--- src/rtl/pls_pkg.sv ---
package pls_pkg;

    localparam int unsigned CFG_W = 32;

    localparam logic [7:0] KEY_POL_HIGH = 8'hA5;
    localparam logic [7:0] KEY_POL_LOW  = 8'h5A;
    localparam logic [7:0] KEY_DRV_PUSH = 8'hA8;
    localparam logic [7:0] KEY_DRV_OPEN = 8'h8A;

    typedef enum logic [0:0] {
        PS_IDLE  = 1'b0,
        PS_DRIVE = 1'b1
    } pulse_state_e;

    typedef struct packed {
        logic active_high;
        logic push_pull;
    } pin_mode_t;

endpackage

--- src/rtl/pls_cfg_reg.sv ---
module pls_cfg_reg
    import pls_pkg::*;
#(
    parameter int unsigned            WIDTH_BITS  = 20,
    parameter logic [WIDTH_BITS-1:0]  WIDTH_RESET = 'hFF
) (
    input  logic                  clk,
    input  logic                  rst_n,
    input  logic                  cfg_we,
    input  logic [CFG_W-1:0]      cfg_wdata,
    output logic [WIDTH_BITS-1:0] width_q,
    output pin_mode_t             mode_q,
    output logic [CFG_W-1:0]      cfg_rdata
);

    localparam int unsigned POL_BIT = CFG_W - 1;
    localparam int unsigned DRV_BIT = CFG_W - 2;

    logic [7:0] key;
    pin_mode_t  mode_d;

    assign key = cfg_wdata[CFG_W-1 -: 8];

    always_comb begin
        mode_d = mode_q;
        if (cfg_we) begin
            unique case (key)
                KEY_POL_HIGH: mode_d.active_high = 1'b1;
                KEY_POL_LOW:  mode_d.active_high = 1'b0;
                KEY_DRV_PUSH: mode_d.push_pull   = 1'b1;
                KEY_DRV_OPEN: mode_d.push_pull   = 1'b0;
                default:      mode_d             = mode_q;
            endcase
        end
    end

    always_ff @(posedge clk or negedge rst_n) begin
        if (!rst_n) begin
            width_q <= WIDTH_RESET;
            mode_q  <= '{active_high: 1'b0, push_pull: 1'b0};
        end else begin
            mode_q <= mode_d;
            if (cfg_we) begin
                width_q <= cfg_wdata[WIDTH_BITS-1:0];
            end
        end
    end

    always_comb begin
        cfg_rdata                   = '0;
        cfg_rdata[WIDTH_BITS-1:0]   = width_q;
        cfg_rdata[POL_BIT]          = mode_q.active_high;
        cfg_rdata[DRV_BIT]          = mode_q.push_pull;
    end

endmodule

--- src/rtl/pls_fsm.sv ---
module pls_fsm
    import pls_pkg::*;
#(
    parameter int unsigned WIDTH_BITS = 20
) (
    input  logic                  clk,
    input  logic                  rst_n,
    input  logic                  tick,
    input  logic                  trigger,
    input  logic [WIDTH_BITS-1:0] width,
    output logic                  asserted
);

    pulse_state_e          state_q;
    pulse_state_e          state_d;
    logic [WIDTH_BITS-1:0] cnt_q;
    logic                  last_tick;

    assign last_tick = tick && (cnt_q == '0);

    always_comb begin
        state_d = state_q;
        unique case (state_q)
            PS_IDLE:  if (trigger)                 state_d = PS_DRIVE;
            PS_DRIVE: if (!trigger && last_tick)   state_d = PS_IDLE;
            default:                               state_d = PS_IDLE;
        endcase
    end

    always_ff @(posedge clk or negedge rst_n) begin
        if (!rst_n) begin
            state_q <= PS_IDLE;
        end else begin
            state_q <= state_d;
        end
    end

    always_ff @(posedge clk or negedge rst_n) begin
        if (!rst_n) begin
            cnt_q <= '0;
        end else if (trigger) begin
            cnt_q <= width;
        end else if (state_q == PS_DRIVE && tick && cnt_q != '0) begin
            cnt_q <= cnt_q - 1'b1;
        end
    end

    always_comb begin
        asserted = (state_q == PS_DRIVE);
    end

endmodule

--- src/rtl/pls_pin_drv.sv ---
module pls_pin_drv
    import pls_pkg::*;
(
    input  logic      asserted,
    input  pin_mode_t mode,
    output logic      pin_out,
    output logic      pin_oe
);

    always_comb begin
        pin_out = asserted ? mode.active_high : ~mode.active_high;
        pin_oe  = mode.push_pull | asserted;
    end

endmodule

--- src/rtl/wdt_ext_pulse.sv ---
module wdt_ext_pulse #(
    parameter int unsigned           WIDTH_BITS  = 20,
    parameter logic [WIDTH_BITS-1:0] WIDTH_RESET = 'hFF
) (
    input  logic        clk,
    input  logic        rst_n,
    input  logic        tick,
    input  logic        trigger,
    input  logic        cfg_we,
    input  logic [31:0] cfg_wdata,
    output logic [31:0] cfg_rdata,
    output logic        pin_out,
    output logic        pin_oe
);

    import pls_pkg::*;

    logic [WIDTH_BITS-1:0] width_q;
    pin_mode_t             mode_q;
    logic                  asserted;

    pls_cfg_reg #(
        .WIDTH_BITS (WIDTH_BITS),
        .WIDTH_RESET(WIDTH_RESET)
    ) u_cfg (
        .clk      (clk),
        .rst_n    (rst_n),
        .cfg_we   (cfg_we),
        .cfg_wdata(cfg_wdata),
        .width_q  (width_q),
        .mode_q   (mode_q),
        .cfg_rdata(cfg_rdata)
    );

    pls_fsm #(
        .WIDTH_BITS(WIDTH_BITS)
    ) u_fsm (
        .clk     (clk),
        .rst_n   (rst_n),
        .tick    (tick),
        .trigger (trigger),
        .width   (width_q),
        .asserted(asserted)
    );

    pls_pin_drv u_drv (
        .asserted(asserted),
        .mode    (mode_q),
        .pin_out (pin_out),
        .pin_oe  (pin_oe)
    );

endmodule

--- config.mk ---
export PLATFORM = sky130hd
export DESIGN_NAME = wdt_ext_pulse
export DESIGN_NICKNAME = d
export VERILOG_FILES = /design/src/rtl/pls_pkg.sv /design/src/rtl/pls_cfg_reg.sv /design/src/rtl/pls_fsm.sv /design/src/rtl/pls_pin_drv.sv /design/src/rtl/wdt_ext_pulse.sv
export SDC_FILE = /design/constraint.sdc
export NUM_CORES = 1
export LEC_CHECK = 0
export ABC_CLOCK_PERIOD_IN_PS = 2000
export BUFFER_PORTS_ARGS = -buffer_cell sky130_fd_sc_hd__buf_4
export CORE_ASPECT_RATIO = 1.1
export CORE_MARGIN = 4
export CORE_UTILIZATION = 47
export CTS_CLUSTER_SIZE = 14
export DETAILED_ROUTE_END_ITERATION = 8
export PLACE_DENSITY = 0.82
export SLEW_MARGIN = 40
export SYNTH_ARGS = -nofsm -noshare
export SYNTH_HDL_FRONTEND = slang
export SYNTH_SLANG_ARGS = --single-unit
--- constraint.sdc ---
create_clock -name clk -period 2 [get_ports clk]
set_clock_uncertainty 0.1 [all_clocks]
set_input_delay 0.1 -clock clk [delete_from_list [all_inputs] [get_ports clk]]
set_output_delay 0.1 -clock clk [all_outputs]
set_load 0.005 [all_outputs]
==> results <==
- Summing the sequential cell areas from Yosys gives 43.47% of the chip area.
- The critical path is of the register to register type.
- The final period demand of the worst path is 2.033 ns.
- The layout has 349 filler cells.
- The number of placement rows is 27.
- The maximum number of pins on one net before global-route repair is 44.
- The starting utilization of the core area is 49.31%.
- Max-cap violations in this run came to 0.
- Overall power consumption after layout is estimated at 2307 uW.
- The post-layout worst setup margin is -0.03255 ns.
- The worst vdd rail ir drop is 488.0 uV.
- The maximum frequency from static timing analysis is 0.4920 GHz.
- After global routing the overflow that remains totals 0.
- The post-synthesis sequential element count is 43.
- In this run, CTS created clock tree buffers numbering 5.
- The number of unique standard cell types used by synthesis is 54.
- The register-to-register setup slack is -0.03 ns.
- Measured along the x axis, the die boundary spans 77.52 um.
- The clock latency on the worst-skew pair is 0.30 ns.
- The remaining number of nets flagged by the antenna check after routing is 0.
- Counting flops with a built-in enable in the synthesized netlist gives 0.
- The cell type of the slowest stage on the worst timing path is sky130_fd_sc_hd__or4_4.
- The startpoint identified for the worst register-to-register timing path is u_fsm.cnt_q[8].
- Clock tree synthesis selected as its root buffer the cell sky130_fd_sc_hd__clkbuf_8.
- Along the worst path, the maximum fanout reaches 7.
- The final reports fail on negative setup slack.
- The count of nets after finishing is 400.
- The DRC violation total after the first TritonRoute iteration is 188.
- The startpoint of the tightest hold check path is cfg_wdata[27].
- The area growth from synthesis to layout is 44.52%.
- The number of antenna violations at the first check in global routing is 0.
- The first global-routing pass estimated 11690 um of wire.
- The static leakage is 0.001519 uW.
- Data arrives at the worst endpoint at 2.10 ns.
- The terminating pin of the worst hold path is u_cfg.cfg_rdata[31].
- For this run, asynchronously set or reset flops after synthesis account for 100.0%.
- The final-layout setup total negative slack is -0.1557 ns.
- The via-per-instance ratio is 5.817.
- The die footprint is 0.006548 mm2.
- The level count of the clock H-tree is 2.
- The max-slew violation total from the final report is 0.
- The endpoint of the most critical register-to-register path is u_fsm.cnt_q[2].
- In this design, the critical path's most frequently occurring cell is sky130_fd_sc_hd__o211ai_1.
- Cells with a size suffix above 1 make up 42.54% of the layout.
- STA classifies the critical path startpoint as a register.
- The final weighted congestion of routability-driven global placement is 0.9081.
- Yosys printed 0 warnings.
- The total area inside the core boundary comes to 0.005067 mm2.
- The overall routing resource usage is 22.08%.
- The data required time of the worst path is 2.07 ns.
- The TritonCTS sink count is 43.
- Setup violations remaining at the end of the flow were counted as 6.
- The synthesized cell area is 0.002499 mm2.
- Summed over all layers, the routed wires come to 6969 um.
- The max-slew headroom at the worst pin is 62.80%.
- The final worst-path cycle share is 101.6%.
- The critical path goes through or4_4 > or3_4 > buf_6 > o211ai_1 > o211ai_1.
- The via count of the first global-routing pass came to 2384.
- The cell depth of the worst hold path is 4.
- The final number of hold-violating endpoints was 0.
- The diode insertion count for antenna repair is 0.
- TritonCTS built the clock tree.
- In the synthesized netlist the dominant register cell turns out to be sky130_fd_sc_hd__dfrtp_1.
- Buffers placed on the I/O ports in this run total 56.
- Dividing total power by cell area gives a power density of 638.8 mW/mm2.
- The length in cells of the worst reg-to-reg path is 5.
- The flow ran to the end, but the final reports show violations.
- The core utilization of the finished layout is 71.26%.
- The post-synthesis average cell area is 10.03 um2.
- The path class of the tightest hold or removal check is input pin to register.
- Across all layers, the routed design uses 2443 vias.
- The wire-length estimate of the detail-placed layout is 4707 um.
- The slew at the pin closest to its max-slew limit is 0.5580 ns.
- The number of remaining DRC errors is 0.
- Measured along the y axis, the die boundary spans 84.47 um.
- After clock tree synthesis, the clock-pin slew on the worst setup and hold paths is 0.08 ns.
- The routed length per instance is 16.59 um.
- Setup repair after global routing could not meet its margin everywhere.
- The clock passes through at most 2 buffers.
- The total I/O pin count is 71.
- The kind of end point of the critical path is a register.
- In the synthesized netlist, the number of instances is 249.
- The critical path's largest stage delay is 0.58 ns.
- The first TritonRoute pass finished after 4 iterations.
cell usage in the layout, fill, tap and decap left out, types with 5 or more instances in the layout:
| cell | netlist | final |
|---|---|---|
| sky130_fd_sc_hd__clkbuf_8 | 0 | 7 |
| sky130_fd_sc_hd__dfstp_2 | 8 | 8 |
| sky130_fd_sc_hd__a21oi_1 | 6 | 6 |
| sky130_fd_sc_hd__nand3_1 | 8 | 7 |
| sky130_fd_sc_hd__o211ai_1 | 10 | 10 |
| sky130_fd_sc_hd__nor2b_1 | 5 | 5 |
| sky130_fd_sc_hd__dfrtp_1 | 35 | 34 |
| sky130_fd_sc_hd__mux2_2 | 20 | 20 |
| sky130_fd_sc_hd__inv_1 | 5 | 5 |
| sky130_fd_sc_hd__nand2_1 | 16 | 16 |
| sky130_fd_sc_hd__dlygate4sd3_1 | 0 | 24 |
| sky130_fd_sc_hd__nor2_1 | 19 | 19 |
| sky130_fd_sc_hd__nand4_1 | 5 | 5 |
| sky130_fd_sc_hd__a31oi_1 | 8 | 8 |
| sky130_fd_sc_hd__conb_1 | 1 | 10 |
| sky130_fd_sc_hd__nor3_1 | 6 | 6 |
| sky130_fd_sc_hd__buf_4 | 10 | 94 |
| sky130_fd_sc_hd__or2_2 | 5 | 5 |
cell usage after synthesis (2+ instances only):
library cell	instances	area share [%]
sky130_fd_sc_hd__o21ai_0	6	1.2
sky130_fd_sc_hd__a2111o_1	3	1.4
sky130_fd_sc_hd__a21oi_1	6	1.2
sky130_fd_sc_hd__nor4b_1	2	0.70
sky130_fd_sc_hd__buf_4	10	3.0
sky130_fd_sc_hd__nand2_1	16	2.4
sky130_fd_sc_hd__clkbuf_1	9	1.4
sky130_fd_sc_hd__o211ai_1	10	3.0
sky130_fd_sc_hd__nor4_1	4	1.0
sky130_fd_sc_hd__dfrtp_1	35	35
sky130_fd_sc_hd__nor3b_1	4	1.2
sky130_fd_sc_hd__o41ai_1	2	0.70
sky130_fd_sc_hd__inv_1	5	0.75
sky130_fd_sc_hd__nand3_1	8	1.6
sky130_fd_sc_hd__nand4b_1	3	1.1
sky130_fd_sc_hd__mux2_2	20	9.0
sky130_fd_sc_hd__nand4bb_1	2	0.90
sky130_fd_sc_hd__a221o_1	2	0.80
sky130_fd_sc_hd__o2111ai_1	2	0.70
sky130_fd_sc_hd__or2_2	5	1.3
sky130_fd_sc_hd__nor4bb_1	3	1.2
sky130_fd_sc_hd__a21boi_0	3	0.90
sky130_fd_sc_hd__buf_6	2	0.90
sky130_fd_sc_hd__ha_1	2	1.0
sky130_fd_sc_hd__or3_1	2	0.50
sky130_fd_sc_hd__dfstp_2	8	8.4
sky130_fd_sc_hd__or4_1	3	0.90
sky130_fd_sc_hd__a2111oi_0	2	0.70
sky130_fd_sc_hd__buf_1	2	0.30
sky130_fd_sc_hd__a31oi_1	8	2.0
sky130_fd_sc_hd__o311ai_1	2	0.70
sky130_fd_sc_hd__o31ai_1	5	1.5
sky130_fd_sc_hd__nor2b_1	5	1.3
sky130_fd_sc_hd__nor3_1	6	1.2
sky130_fd_sc_hd__nor2_1	19	2.9
sky130_fd_sc_hd__nand4_1	5	1.3
registers in the layout, summed over array words and instances (netlist names):
name	flops
u_cfg.width_q	20
u_cfg.cfg_rdata	2
u_fsm.asserted	1
u_fsm.cnt_q	20
cells by family (layout without fill, tap and decap cells):
group	Yosys count	count (layout)	synth area share (%)
adders and majority gates	2	2	1.001
muxes	20	20	9.014
and+or+nand+nor	94	94	21.68
buffers and inverters	29	133	6.510
DFF	43	43	43.47
xor gates and xnor gates	1	1	0.3506
AOI/OAI and AO/OA	59	59	17.83
other	1	10	0.1501
power breakdown:
group | internal (uW) | total, uW | switching (uW)
clock | 315 | 613 | 298
combinational | 345 | 617 | 272
sequential | 979 | 1080 | 96.8
total | 1640 | 2310 | 667
worst max path at each step:
| stage | start | cells after the start | slack (ns) | end |
|---|---|---|---|---|
| after floorplan | u_fsm.cnt_q[8] | 5 | -0.05 | u_fsm.cnt_q[4] |
| after detailed placement | u_fsm.cnt_q[10] | 4 | -0.15 | u_fsm.cnt_q[13] |
| after global routing | u_fsm.cnt_q[8] | 5 | -0.09 | u_fsm.cnt_q[8] |
| after CTS | u_fsm.cnt_q[10] | 4 | -0.04 | u_fsm.cnt_q[13] |
| after global placement | u_fsm.cnt_q[10] | 5 | -0.07 | u_fsm.cnt_q[1] |
| final | u_fsm.cnt_q[8] | 5 | -0.03 | u_fsm.cnt_q[2] |
per-stage QoR:
| stage | instances | instance area [um2] | hold slack (ns) | setup slack (ns) |
|---|---|---|---|---|
| floorplan | 258 | 2551 | -0.2956 | -0.05375 |
| global placement | 386 | 3186 | 0.02595 | -0.06842 |
| detailed placement | 386 | 3186 | 0.02454 | -0.1516 |
| CTS | 419 | 3575 | 0.03211 | -0.03759 |
| global route | 420 | 3611 | 0.04368 | -0.08781 |
| finish | 420 | 3611 | 0.05048 | -0.03255 |
per-layer routing:
metal | share of wire (%) | vias to the layer above | wire length [um] | GRT usage, %
li1 | - | 1152 | - | -
met1 | 41 | 1204 | 2865 | 27.04
met2 | 52 | 78 | 3591 | 40.06
met3 | 6.2 | 9 | 431 | 4.077
met4 | 1.1 | 0 | 80 | 5.016
met5 | 0 | - | 0 | 0
critical path: cells and delay by family (launching register included):
kind            cells  cell delay [ns]
buf+inv             1             0.17
flops               1             0.38
simple gates        2             1.00
compound gates      2             0.26
final cells by class:
type                       count  area [um2]  share of cell area, %
multi-input combinational    186        1364                  37.77
clock buffer                   8       100.1                  2.772
inverter                       5       18.77                 0.5198
tap                           58       72.57                  2.010
timing repair buffer         120       968.4                  26.82
sequential                    43        1087                  30.11
timing repair:
| action | in CTS | in global routing |
|---|---|---|
| gates resized for setup | 7 | 10 |
| hold buffers | 24 | 0 |
| endpoints found under the setup margin | 15 | 16 |
| pin swaps | 5 | 3 |
| setup buffers | 1 | 1 |
| hold endpoints to repair | 57 | 0 |
Note: power is estimated with default switching activity, not from simulation.
